==> src/rtl/pix_ser_pkg.sv <==
package pix_ser_pkg;

  // Strobes from the sequencer to the datapath, valid for the current cycle.
  typedef struct packed {
    logic clear;    // wipe the shift register (transmitter disabled)
    logic load;     // move the next frame into the shift register
    logic shift;    // advance the shift register by one bit
    logic capture;  // latch the parallel input word
  } serStrobe_t;

endpackage

==> src/rtl/pix_ser_ctrl.sv <==
module pix_ser_ctrl
  import pix_ser_pkg::*;
#(
  parameter int FRAME_W = 30
) (
  input  logic       clk,
  input  logic       rstN,
  input  logic       txEn,
  input  logic       pixClk,
  input  logic       edgeSel,
  output serStrobe_t strobe,
  output logic       clkOut,
  output logic       outEn
);

  localparam int CNT_W = $clog2(FRAME_W);
  localparam logic [CNT_W-1:0] LAST = CNT_W'(FRAME_W - 1);
  localparam logic [CNT_W-1:0] HALF = CNT_W'(FRAME_W / 2);

  logic [CNT_W-1:0] bitCnt;
  logic             outEnQ;
  logic             pixQ1;
  logic             pixQ2;
  logic             pixRise;
  logic             pixFall;

  always_ff @(posedge clk or negedge rstN) begin
    if (!rstN) begin
      pixQ1  <= 1'b0;
      pixQ2  <= 1'b0;
      outEnQ <= 1'b0;
      bitCnt <= '0;
    end else begin
      pixQ1 <= pixClk;
      pixQ2 <= pixQ1;
      if (!txEn) begin
        outEnQ <= 1'b0;
        bitCnt <= '0;
      end else if (!outEnQ) begin
        outEnQ <= 1'b1;
        bitCnt <= '0;
      end else if (bitCnt == LAST) begin
        bitCnt <= '0;
      end else begin
        bitCnt <= bitCnt + 1'b1;
      end
    end
  end

  assign pixRise = pixQ1 & ~pixQ2;
  assign pixFall = ~pixQ1 & pixQ2;

  always_comb begin
    strobe.clear   = ~txEn;
    strobe.load    = txEn & (~outEnQ | (bitCnt == LAST));
    strobe.shift   = txEn & outEnQ & (bitCnt != LAST);
    strobe.capture = edgeSel ? pixFall : pixRise;
  end

  assign clkOut = outEnQ & (bitCnt < HALF);
  assign outEn  = outEnQ;

  // a low enable stops the stream one cycle later
  assert_disable_stops_R9: assert property (@(posedge clk) disable iff (!rstN)
    !txEn |=> (!outEnQ && bitCnt == '0));

  // enabling from idle starts a frame at position 0
  assert_enable_starts_R10: assert property (@(posedge clk) disable iff (!rstN)
    (txEn && !outEnQ) |=> (outEnQ && bitCnt == '0));

  // the recreated clock only rises at the frame boundary
  assert_clk_rise_at_boundary_R6: assert property (@(posedge clk) disable iff (!rstN)
    $rose(clkOut) |-> (bitCnt == '0));

  // the frame counter wraps after its last position
  assert_counter_wraps_R6: assert property (@(posedge clk) disable iff (!rstN)
    (txEn && outEnQ && bitCnt == LAST) |=> (bitCnt == '0));

  // at most one datapath action per cycle
  assert_strobe_exclusive_R5: assert property (@(posedge clk) disable iff (!rstN)
    $onehot0({strobe.clear, strobe.load, strobe.shift}));

endmodule

==> src/rtl/pix_ser_path.sv <==
module pix_ser_path
  import pix_ser_pkg::*;
#(
  parameter int COLOR_W = 8
) (
  input  logic               clk,
  input  logic               rstN,
  input  serStrobe_t         strobe,
  input  logic               swapSel,
  input  logic [COLOR_W-1:0] red,
  input  logic [COLOR_W-1:0] green,
  input  logic [COLOR_W-1:0] blue,
  input  logic               vsync,
  input  logic               hsync,
  input  logic               de,
  output logic               serOut
);

  localparam int PAY_W   = 3 * COLOR_W + 3;
  localparam int FRAME_W = PAY_W + 3;

  logic [PAY_W-1:0]   mapped;
  logic [PAY_W-1:0]   holdWord;
  logic [FRAME_W-1:0] nextFrame;
  logic [FRAME_W-1:0] shReg;

  // Lane ordering: first colour goes out MSB-first normally, LSB-first when swapped.
  for (genvar i = 0; i < COLOR_W; i++) begin : g_lane
    assign mapped[i]             = swapSel ? blue[i]  : red[COLOR_W-1-i];
    assign mapped[COLOR_W+i]     = swapSel ? green[i] : green[COLOR_W-1-i];
    assign mapped[2*COLOR_W+i]   = swapSel ? red[i]   : blue[COLOR_W-1-i];
  end
  assign mapped[3*COLOR_W]   = vsync;
  assign mapped[3*COLOR_W+1] = hsync;
  assign mapped[3*COLOR_W+2] = de;

  // Odd parity over the payload, reserved pair forced low.
  assign nextFrame = {~^holdWord, 2'b00, holdWord};

  always_ff @(posedge clk or negedge rstN) begin
    if (!rstN) begin
      holdWord <= '0;
    end else if (strobe.capture) begin
      holdWord <= mapped;
    end
  end

  always_ff @(posedge clk or negedge rstN) begin
    if (!rstN) begin
      shReg <= '0;
    end else if (strobe.clear) begin
      shReg <= '0;
    end else if (strobe.load) begin
      shReg <= nextFrame;
    end else if (strobe.shift) begin
      shReg <= {1'b0, shReg[FRAME_W-1:1]};
    end
  end

  assign serOut = shReg[0];

  // a freshly loaded frame has an odd count of ones
  assert_parity_odd_R3: assert property (@(posedge clk) disable iff (!rstN)
    strobe.load |=> ($countones(shReg) % 2 == 1));

  // reserved positions are zero in every loaded frame
  assert_reserved_zero_R4: assert property (@(posedge clk) disable iff (!rstN)
    strobe.load |=> (shReg[PAY_W+1:PAY_W] == 2'b00));

  // a cleared shift register drives the line low
  assert_clear_quiet_R9: assert property (@(posedge clk) disable iff (!rstN)
    strobe.clear |=> !serOut);

endmodule

==> src/rtl/pix_ser_top.sv <==
module pix_ser_top
  import pix_ser_pkg::*;
#(
  parameter int COLOR_W = 8
) (
  input  logic               clk,
  input  logic               rstN,
  input  logic               txEn,
  input  logic               pixClk,
  input  logic               edgeSel,
  input  logic               swapSel,
  input  logic [COLOR_W-1:0] red,
  input  logic [COLOR_W-1:0] green,
  input  logic [COLOR_W-1:0] blue,
  input  logic               vsync,
  input  logic               hsync,
  input  logic               de,
  output logic               serOut,
  output logic               clkOut,
  output logic               outEn
);

  localparam int FRAME_W = 3 * COLOR_W + 6;

  serStrobe_t strobe;

  pix_ser_ctrl #(.FRAME_W(FRAME_W)) ctrl_i (
    .clk     (clk),
    .rstN    (rstN),
    .txEn    (txEn),
    .pixClk  (pixClk),
    .edgeSel (edgeSel),
    .strobe  (strobe),
    .clkOut  (clkOut),
    .outEn   (outEn)
  );

  pix_ser_path #(.COLOR_W(COLOR_W)) path_i (
    .clk     (clk),
    .rstN    (rstN),
    .strobe  (strobe),
    .swapSel (swapSel),
    .red     (red),
    .green   (green),
    .blue    (blue),
    .vsync   (vsync),
    .hsync   (hsync),
    .de      (de),
    .serOut  (serOut)
  );

endmodule

==> config.mk <==
export PLATFORM = sky130hd
export DESIGN_NAME = pix_ser_top
export DESIGN_NICKNAME = d
export VERILOG_FILES = /design/src/rtl/pix_ser_pkg.sv /design/src/rtl/pix_ser_ctrl.sv /design/src/rtl/pix_ser_path.sv /design/src/rtl/pix_ser_top.sv
export SDC_FILE = /design/constraint.sdc
export NUM_CORES = 1
export LEC_CHECK = 0
export ABC_AREA = 1
export BUFFER_PORTS_ARGS = -buffer_cell sky130_fd_sc_hd__buf_4
export CORE_MARGIN = 3
export CORE_UTILIZATION = 29
export CTS_BUF_LIST = sky130_fd_sc_hd__clkbuf_8
export DETAILED_ROUTE_END_ITERATION = 10
export PLACE_DENSITY = 0.58
export REMOVE_ABC_BUFFERS = 1
export SETUP_SLACK_MARGIN = 0.15
export SLEW_MARGIN = 20
export SYNTH_ARGS = -nofsm -noshare
export SYNTH_HDL_FRONTEND = slang
export SYNTH_SLANG_ARGS = --single-unit
export TNS_END_PERCENT = 20
==> constraint.sdc <==
create_clock -name clk -period 1.5 [get_ports clk]
set_clock_uncertainty 0.15 [all_clocks]
set_input_delay 0.075 -clock clk [delete_from_list [all_inputs] [get_ports clk]]
set_output_delay 0.075 -clock clk [all_outputs]
set_load 0.01 [all_outputs]
=== Word-level counts from Yosys, hierarchy flattened ===
Index checks and enable logic that the tools add are counted.

* Add/sub/neg operators: 1
* Magnitude comparators: 1
* Mux-type cells: 32
* Reductions and logical operators: 1
* Equality and inequality tests: 3
* Bitwise logic cells: 10

{| class="wikitable"
|+ Operators by type and width
! operator !! number
|-
| 30-bit 2-to-1 mux || 3
|-
| 27-bit XNOR reduction || 1
|-
| 1-bit 2-to-1 mux || 26
|-
| 5-bit 2-to-1 mux || 3
|-
| 1-bit bitwise AND || 6
|-
| 5-bit by 1-bit adder with 5-bit output, second input constant || 1
|-
| 5-bit == test, second input constant || 1
|-
| 5-bit by 4-bit < comparator with 1-bit output, second input constant || 1
|-
| 5-bit inequality test, second input constant || 1
|-
| 3-bit by 1-bit inequality test with 1-bit output, second input constant || 1
|-
| 1-bit NOT || 3
|-
| 1-bit bitwise OR || 1
|}

* Output and inout bits: 3
* Bits in registers: 65

=== Depth between registers and ports, before layout ===
Gate-level depths: netlist (run 1).

* Word-level depth: 5
* Depth in mapped cells: 13
* Mapped depth without buffers: 13

=== By module ===
A second synthesis (run 1) with hierarchy kept.

* Cell total of the unflattened synthesis: 503
* Area, all modules: 3,621.0 µm²

{| class="wikitable"
|+ Modules (own cells, without submodules)
! module !! cells an instance !! instances !! area each (µm²)
|-
| pix_ser_path || 456 || 1 || 3,228.1
|-
| pix_ser_ctrl || 47 || 1 || 392.9
|}

=== Worst setup path after synthesis (run 1) ===
OpenSTA, ideal clock, no wires.

* Kind: register to register
* Start: register ctrl_i.bitCnt[0]
* End: register path_i.shReg[8]
* Slack: 0.040 ns
* Required time: 1.274 ns
* Cell stages (with the launch flop): 8
* Data arrival time: 1.234 ns
* Cells stage by stage: dfrtp_1 > ha_1 > nand4_1 > nand3_2 > inv_2 > buf_6 > nand2_1 > o21ai_1

* Word-level cells in the longest chain between the ends: 5

{| class="wikitable"
|+ RTL lines
! element !! RTL line !! text
|-
| from (decl) || pix_ser_ctrl.sv:20 || <nowiki>logic [CNT_W-1:0] bitCnt;</nowiki>
|-
| from (signal assigned) || pix_ser_ctrl.sv:45 || <nowiki>bitCnt <= bitCnt + 1'b1;</nowiki>
|-
| 5-bit == test || pix_ser_ctrl.sv:55 || <nowiki>strobe.load = txEn & (~outEnQ | (bitCnt == LAST));</nowiki>
|-
| 1-bit bitwise OR || pix_ser_ctrl.sv:55 ||
|-
| 1-bit bitwise AND || pix_ser_ctrl.sv:55 ||
|-
| 30-bit 2-to-1 mux || pix_ser_path.sv:53 || <nowiki>end else if (strobe.load) begin</nowiki>
|-
| 30-bit 2-to-1 mux || pix_ser_path.sv:51 || <nowiki>end else if (strobe.clear) begin</nowiki>
|-
| to (signal assigned) || pix_ser_path.sv:54 || <nowiki>shReg <= nextFrame;</nowiki>
|-
| to (signal assigned) || pix_ser_path.sv:56 || <nowiki>shReg <= {1'b0, shReg[FRAME_W-1:1]};</nowiki>
|-
| to (decl) || pix_ser_path.sv:25 || <nowiki>logic [FRAME_W-1:0] shReg;</nowiki>
|}

Several ways; a longest one is shown, not always the timed one.
A chain may end at the register's enable or synchronous reset.

=== Worst setup path after layout (run 1) ===
* Start: register path_i.holdWord[0]
* End: register path_i.shReg[29]

* Word-level cells in the longest chain between the ends: 3

{| class="wikitable"
|+ RTL lines
! element !! RTL line !! text
|-
| from (decl) || pix_ser_path.sv:23 || <nowiki>logic [PAY_W-1:0] holdWord;</nowiki>
|-
| from (signal assigned) || pix_ser_path.sv:44 || <nowiki>holdWord <= mapped;</nowiki>
|-
| 27-bit XNOR reduction || pix_ser_path.sv:38 || <nowiki>assign nextFrame = {~^holdWord, 2'b00, holdWord};</nowiki>
|-
| 30-bit 2-to-1 mux || pix_ser_path.sv:53 ||
|-
| 30-bit 2-to-1 mux || pix_ser_path.sv:51 ||
|}

Every way passes these cells.

==> flow_summary.yaml, run 1 <==
clocking:
  clkTransAtPathRegs_ps: 70
  tritoncts: "built"
  clk_latency_ps: 340
  root_buffer: "clkbuf_8"
  clock-sinks: 65
  htree_num_levels: 3
  numCtsBuffers: 9
  clk_path_buf_depth: 2
yosys:
  synth_area_leader_cell: "dfrtp_1"
  syn_area_mm2: 0.00320
  ys.warnings.count: 0
  syn_inst: 410
  yosysSeqAreaShare_pct: 50.9
  avgSynthCellArea_um2: 7.80
  synthTopCellsByArea: "dfrtp_1 (51%), nand2_1 (18%), o21ai_0 (7.0%), inv_1 (6.2%), o21ai_1 (3.6%)"
  ys_ff_latch: 65
  synth_top_area_share_pct: 50.9
  synth_cell_types: 24
floorplanning:
  start_util_pct: 30.4
  core_mm2: 0.0105
  fp.dieH_um: 111
  ios: 36
  die-area_mm2: 0.0123
  dieWidth_um: 111
  rows: 37
timing:
  min_period_ps: 1550
  worst_slack_ps: -50.7
  grt_setup_unrepaired: "yes"
  setup-violations-final: 27
  hold_slack_ps: 39.3
  worstMarginPinSlew_ps: 426
  fin_crit_sh_pct: 103
  hold_viol: 0
  max_slew_margin_pct: 71.6
  fmax_mhz: 645
  slew_viol_final: 0
routing:
  initialDrtViolationCount: 86
  wl_per_cell_um: 13.0
  viasPerCell: 4.48
  drtAntennaViolNets: 0
  drt-total-wl_um: 8270
  remaining_drc_errors: 0
  vias: 2849
  drt_first_pass_iters: 4
placed_design:
  dp_hpwl_um: 4710
  placed_cell_area_mm2: 0.00369
  portBuffers: 35
  place_congestion: 0.768
pwr:
  p_total_mw: 4.82
  leakage_nw: 2.30
  p_per_area_mw_per_mm2: 1030
  ir_worst_vdd_v: 0.000440
critical_path:
  worstSetupPathType: "flop to flop"
  crit_path_end_kind: "flop"
  cpPeakStageDelay_ps: 400
  arrival_ps: 1630
  crit_fanout: 3
  cp.required_ps: 1580
  startpoint_type: "flop"
  path_cells: "inv_1 > nand2_1 > nand2_2 > inv_1 > nand2_1 > nand2_1 > nand2_1 > nand2_1 > nand2_1 > nand2_2 > nor2_1 > nor2_2"
  cp_slowest_cell: "dfrtp_1"
  cpMostUsedCell: "nand2_1"
global_route:
  grt_pass1_wl_um: 12400
  antenna_found_initial: 0
  grt_pass1_vias: 2716
  grt_overflow: 0
  grt_use_total_pct: 12.4
  grt_max_degree: 49
status:
  status: "finished, violations left"
  violations: "negative setup slack"
layout:
  layout-drive-gt1-share_pct: 29.8
  diodes: 0
  fin_area_mm2: 0.00467
  nNetsFinal: 531
  area_growth_pct: 46.0
job:
  drv_cap: 0
worst_hold_path:
  hp-class: "input port to asynchronous set/reset pin"
critical path, delay by kind of cell, from the launching register on:
family / cells / cell delay, ps
flops: 1 / 400
buf+inv: 2 / 150
simple gates: 10 / 750
cell families (layout without fill, tap and decap cells):
logic type               count (synthesis)  after routing  share of synthesized area (%)
buffers and inverters                   71            161                           9.66
AND/OR/NAND/NOR                        183            183                           22.7
AO/OA/AOI/OAI                           82             82                           14.1
flip-flops                              65             65                           50.9
XOR/XNOR                                 7              7                           1.92
adder cells (fa/ha/maj)                  2              2                          0.782
cells in the final DEF (no fill, tap or decap), drive strengths merged:
cell type    Yosys  layout
nand2b           1       1
xor2             2       2
o21ai           68      68
o211ai          12      12
a21oi            2       2
dlygate4sd3      0      30
nand4            1       1
ha               2       2
nand3            8       8
xnor2            5       5
clkinv           0       3
dfrtp           65      65
inv             57      57
nand2          152     152
clkbuf           2      18
buf             12      53
nor2            21      21
Yosys cell counts (all sizes together):
cell,count
nand3,8
o21ai,68
inv,57
nor2,21
dfrtp,65
xnor2,5
ha,2
nand4,1
xor2,2
nand2,152
buf,12
o211ai,12
clkbuf,2
nand2b,1
a21oi,2
path summary, 6_finish.rpt:
check / start / endpoint / slack (ps) / depth (start not counted)
max in group asynchronous: rstN / ctrl_i.bitCnt[1] / 610 / 3
hold reg to reg: ctrl_i.pixQ1 / ctrl_i.pixQ2 / 250 / 0
min in group clk: swapSel / path_i.holdWord[22] / 140 / 4
hold / removal: rstN / path_i.holdWord[24] / 40 / 2
setup / recovery: path_i.holdWord[0] / path_i.shReg[29] / -50 / 12
setup reg to reg: path_i.holdWord[0] / path_i.shReg[29] / -50 / 12
per-layer routing:
| metal | global-route usage, % | up-vias | routed length [um] |
|---|---|---|---|
| met3 | 3.88 | 14 | 403 |
| met4 | 3.41 | 0 | 150 |
| met5 | 0 | - | 0 |
| li1 | - | 1450 | - |
| met1 | 15.8 | 1307 | 3720 |
| met2 | 20.3 | 78 | 3990 |
per-stage QoR:
step                      cells  worst slack, ps  utilization, %  TNS [ps]
after global routing        636             -190            44.4     -3640
after floorplan             396             -137               -     -2920
final                       636            -50.7            44.4      -804
after detailed placement    578             21.4            35.1         0
after CTS                   626             27.8            40.5         0
after global placement      578             55.6            35.1         0
layout make-up:
| class | instances | area [um^2] |
|---|---|---|
| fill | 1000 | 5840 |
| sequential | 65 | 1630 |
| multi-input combinational | 274 | 1500 |
| timing repair buffer | 89 | 975 |
| inverter | 57 | 219 |
| tap | 136 | 170 |
| clock buffer | 12 | 165 |
| clock inverter | 3 | 15.0 |
registers in the layout, indices dropped and copies added (netlist names):
name             cells
path_i.shReg        30
ctrl_i.pixQ1         1
ctrl_i.pixQ2         1
ctrl_i.bitCnt        5
ctrl_i.outEn         1
path_i.holdWord     27
power breakdown:
| group | internal [mW] | leakage (nW) | total [mW] | switching (mW) |
|---|---|---|---|---|
| clock | 0.718 | 0.0980 | 1.36 | 0.643 |
| sequential | 1.96 | 0.830 | 2.10 | 0.141 |
| combinational | 0.597 | 1.38 | 1.36 | 0.760 |
| total | 3.28 | 2.30 | 4.82 | 1.54 |
what timing repair did:
action,4_1_cts,5_1_grt
gates cloned,1,6
resized for setup,15,85
endpoints found under the setup margin,54,63
pin swaps,5,17
hold buffers,30,0
endpoints found under the hold margin,95,0
buffers inserted,2,4
Note: power is estimated with default switching activity, not from simulation.
==> inputs of run 2 (changes only) <==
--- a/config.mk
+++ b/config.mk
@@ -5,7 +5,6 @@
 export SDC_FILE = /design/constraint.sdc
 export NUM_CORES = 1
 export LEC_CHECK = 0
-export ABC_AREA = 1
 export BUFFER_PORTS_ARGS = -buffer_cell sky130_fd_sc_hd__buf_4
 export CORE_MARGIN = 3
 export CORE_UTILIZATION = 29
==> run 2 against run 1 <==
The run still ends with negative setup slack left. Sequential cell count unchanged. Sequential power about the same. Non-clock buffer count up 18. Worst setup slack worse by 240 ps. Global-route usage about the same. Clock power down 11%. Critical path depth down 7. Wire length down 19%. Design area up 0.21%. Critical endpoint unchanged. Sequential share of layout area down 0.074 points. Maximum frequency down 14%.
==> flow_summary.yaml, run 2 <==
status:
  status: "finished, violations left"
  violations: "negative setup slack"
pwr:
  p_total_mw: 5.10
  ir_worst_vdd_v: 0.000522
  p_per_area_mw_per_mm2: 1090
  leakage_nw: 2.15
yosys:
  synth_top_area_share_pct: 54.6
  synth-main-ff-cell: "dfrtp_1"
  syn_area_mm2: 0.00298
  synthTopCellsByArea: "dfrtp_1 (55%), mux2i_1 (8.1%), nand2_1 (7.3%), a21boi_0 (6.8%), xnor2_1 (5.6%)"
  netlist_top_cells_count: "dfrtp_1 (65), nand2_1 (58), nor2_1 (30), a21boi_0 (27)"
  synth_edf_count: 0
  synth_cell_types: 21
  synth_fa_ha_area_share_pct: 0.840
  yosysSeqAreaShare_pct: 54.6
  ys_ff_latch: 65
  yosys.area_share.simple_pct: 13.0
  ys.warnings.count: 0
  synth_mux_area_share_pct: 9.19
  synthXorXnorAreaFrac_pct: 9.11
  synthArstFlopShare_pct: 100
  synth_compound_area_share_pct: 11.0
  syn_inst: 287
  synth_top_family_by_area: "simple AND/OR/NAND/NOR gates"
  yosysMostFrequentCell: "dfrtp_1"
  avgSynthCellArea_um2: 10.4
  synth_area_leader_cell: "dfrtp_1"
routing:
  wl_met3_um: 240
  wl_met2_um: 3250
  drt_first_pass_iters: 4
  initialDrtViolationCount: 96
  wl_per_cell_um: 12.7
  routed.top_layer: "met4"
  remaining_drc_errors: 0
  drtAntennaViolNets: 0
  viasPerCell: 4.36
  wl_met1_um: 3130
  vias: 2287
  drt-total-wl_um: 6670
critical_path:
  worstPathBufferInverterCount: 0
  arrival_ps: 1870
  worstSetupPathType: "flop to flop"
  path_cells: "xnor2_1 > xnor2_1 > xnor2_1 > xnor3_1 > and3_1"
  reg2reg_depth: 5
  worst_r2r_startpoint: "path_i.holdWord[1]"
  crit_fanout: 3
  cp_slowest_cell: "dfrtp_1"
  r2r_slack_ps: -300
  cpPeakStageDelay_ps: 400
  startpoint_type: "flop"
  reg2reg_to: "path_i.shReg[29]"
  critical-path-top-delay-family: "XOR/XNOR gates"
  cp.required_ps: 1570
  cpMostUsedCell: "xnor2_1"
  crit_path_end_kind: "flop"
layout:
  diodes: 0
  layout-drive-gt1-share_pct: 44.0
  fin_area_mm2: 0.00468
  layout_common_cells: "dfrtp_1 (65), buf_4 (65), nand2_1 (33), dlygate4sd3_1 (30), mux2i_1 (24)"
  regMostFlops: "path_i.shReg"
  largest_reg_flops: 30
  area_growth_pct: 57.1
  instances_no_fill: 524
  nNetsFinal: 424
  reg_top3: "path_i.shReg: 30 flops, path_i.holdWord: 27 flops, ctrl_i.bitCnt: 5 flops"
timing:
  grt_setup_unrepaired: "yes"
  hold_slack_ps: 29.6
  max_slew_margin_pct: 73.1
  setup-violations-final: 31
  hold_viol: 0
  worstMarginPinSlew_ps: 403
  worst_slack_ps: -295
  fmax_mhz: 557
  slew_viol_final: 0
  fin_crit_sh_pct: 120
  min_period_ps: 1800
global_route:
  grt_pass1_vias: 2309
  grt_use_total_pct: 12.4
  grt_max_degree: 33
  grt_pass1_wl_um: 11100
  grt_overflow: 0
  antenna_found_initial: 0
placed_design:
  place_congestion: 0.742
  portBuffers: 35
  dp.cells: 475
  placed_cell_area_mm2: 0.00369
  dp_hpwl_um: 4170
clocking:
  numCtsBuffers: 9
  root_buffer: "clkbuf_8"
  clk_latency_ps: 340
  tritoncts: "built"
  clk_path_buf_depth: 2
  clock-sinks: 65
  htree_num_levels: 3
  clkTransAtPathRegs_ps: 70
floorplanning:
  fp.dieH_um: 107
  core_mm2: 0.00986
  ios: 36
  rows: 36
  dieWidth_um: 107
  die-area_mm2: 0.0115
  start_util_pct: 30.2
job:
  drv_cap: 0
worst_hold_path:
  hp-class: "input port to asynchronous set/reset pin"
run 2: changes by cell type after synthesis, sizes merged, moves of 22 or more:
cell	previous run	this run
mux2i	0	24
inv	57	1
nand2	152	58
a21oi	2	24
o21ai	68	1
a21boi	0	27
run 2: layer usage:
metal / global-route usage, % / vias up
met5: 0 / -
met4: 2.98 / 0
met3: 4.32 / 6
met2: 19.8 / 32
met1: 16.2 / 1096
li1: - / 1153
run 2: logic make-up (layout without fill, tap and decap cells):
group | Yosys count | count (layout)
flops | 65 | 65
buf+inv | 17 | 121
xor+xnor | 27 | 27
simple gates | 97 | 97
mux | 27 | 27
fa+ha+maj | 2 | 2
compound gates | 52 | 52
run 2: repair_timing:
action,4_1_cts,5_1_grt
setup endpoints to repair,49,63
hold endpoints to repair,117,0
buffers inserted,2,1
hold buffers,30,0
pin swaps,29,43
resized for setup,57,86
cloned,3,0
run 2: power breakdown:
part | switching (mW) | leakage [nW] | total (mW) | internal [mW]
sequential | 0.145 | 0.801 | 2.12 | 1.97
combinational | 0.699 | 1.26 | 1.78 | 1.08
clock | 0.605 | 0.0865 | 1.21 | 0.602
run 2: area by class of cell:
class | count | area, um^2
flip-flops and latches | 65 | 1630
repair buffers | 107 | 1040
clock inverters | 3 | 12.5
inverters | 1 | 3.75
clock buffers | 10 | 138
well taps | 133 | 166
multi-input cells | 205 | 1690
fillers | 900 | 5180
run 2: worst max-delay path by stage:
stage               cells after the start  slack (ps)          startpoint                   to
floorplan                               2       -1320        ctrl_i.pixQ1  path_i.holdWord[24]
CTS                                     5        -290  path_i.holdWord[2]     path_i.shReg[29]
detailed placement                      5        -300  path_i.holdWord[3]     path_i.shReg[29]
global placement                        5        -270  path_i.holdWord[3]     path_i.shReg[29]
global route                            5        -350  path_i.holdWord[3]     path_i.shReg[29]
finish                                  5        -300  path_i.holdWord[1]     path_i.shReg[29]
run 2: worst register-to-register path: cells and delay by family (launching register included):
family | cells | cell delay (ps)
XOR/XNOR | 4 | 970
AND/OR/NAND/NOR | 1 | 160
flip-flops | 1 | 400
run 2: metrics by stage:
step	util (%)	worst slack (ps)	TNS, ps
final	47.5	-295	-1380
after global routing	47.5	-353	-3790
after CTS	43.9	-295	-1700
after detailed placement	37.4	-299	-1740
after global placement	37.4	-273	-1390
after floorplan	-	-1320	-38570
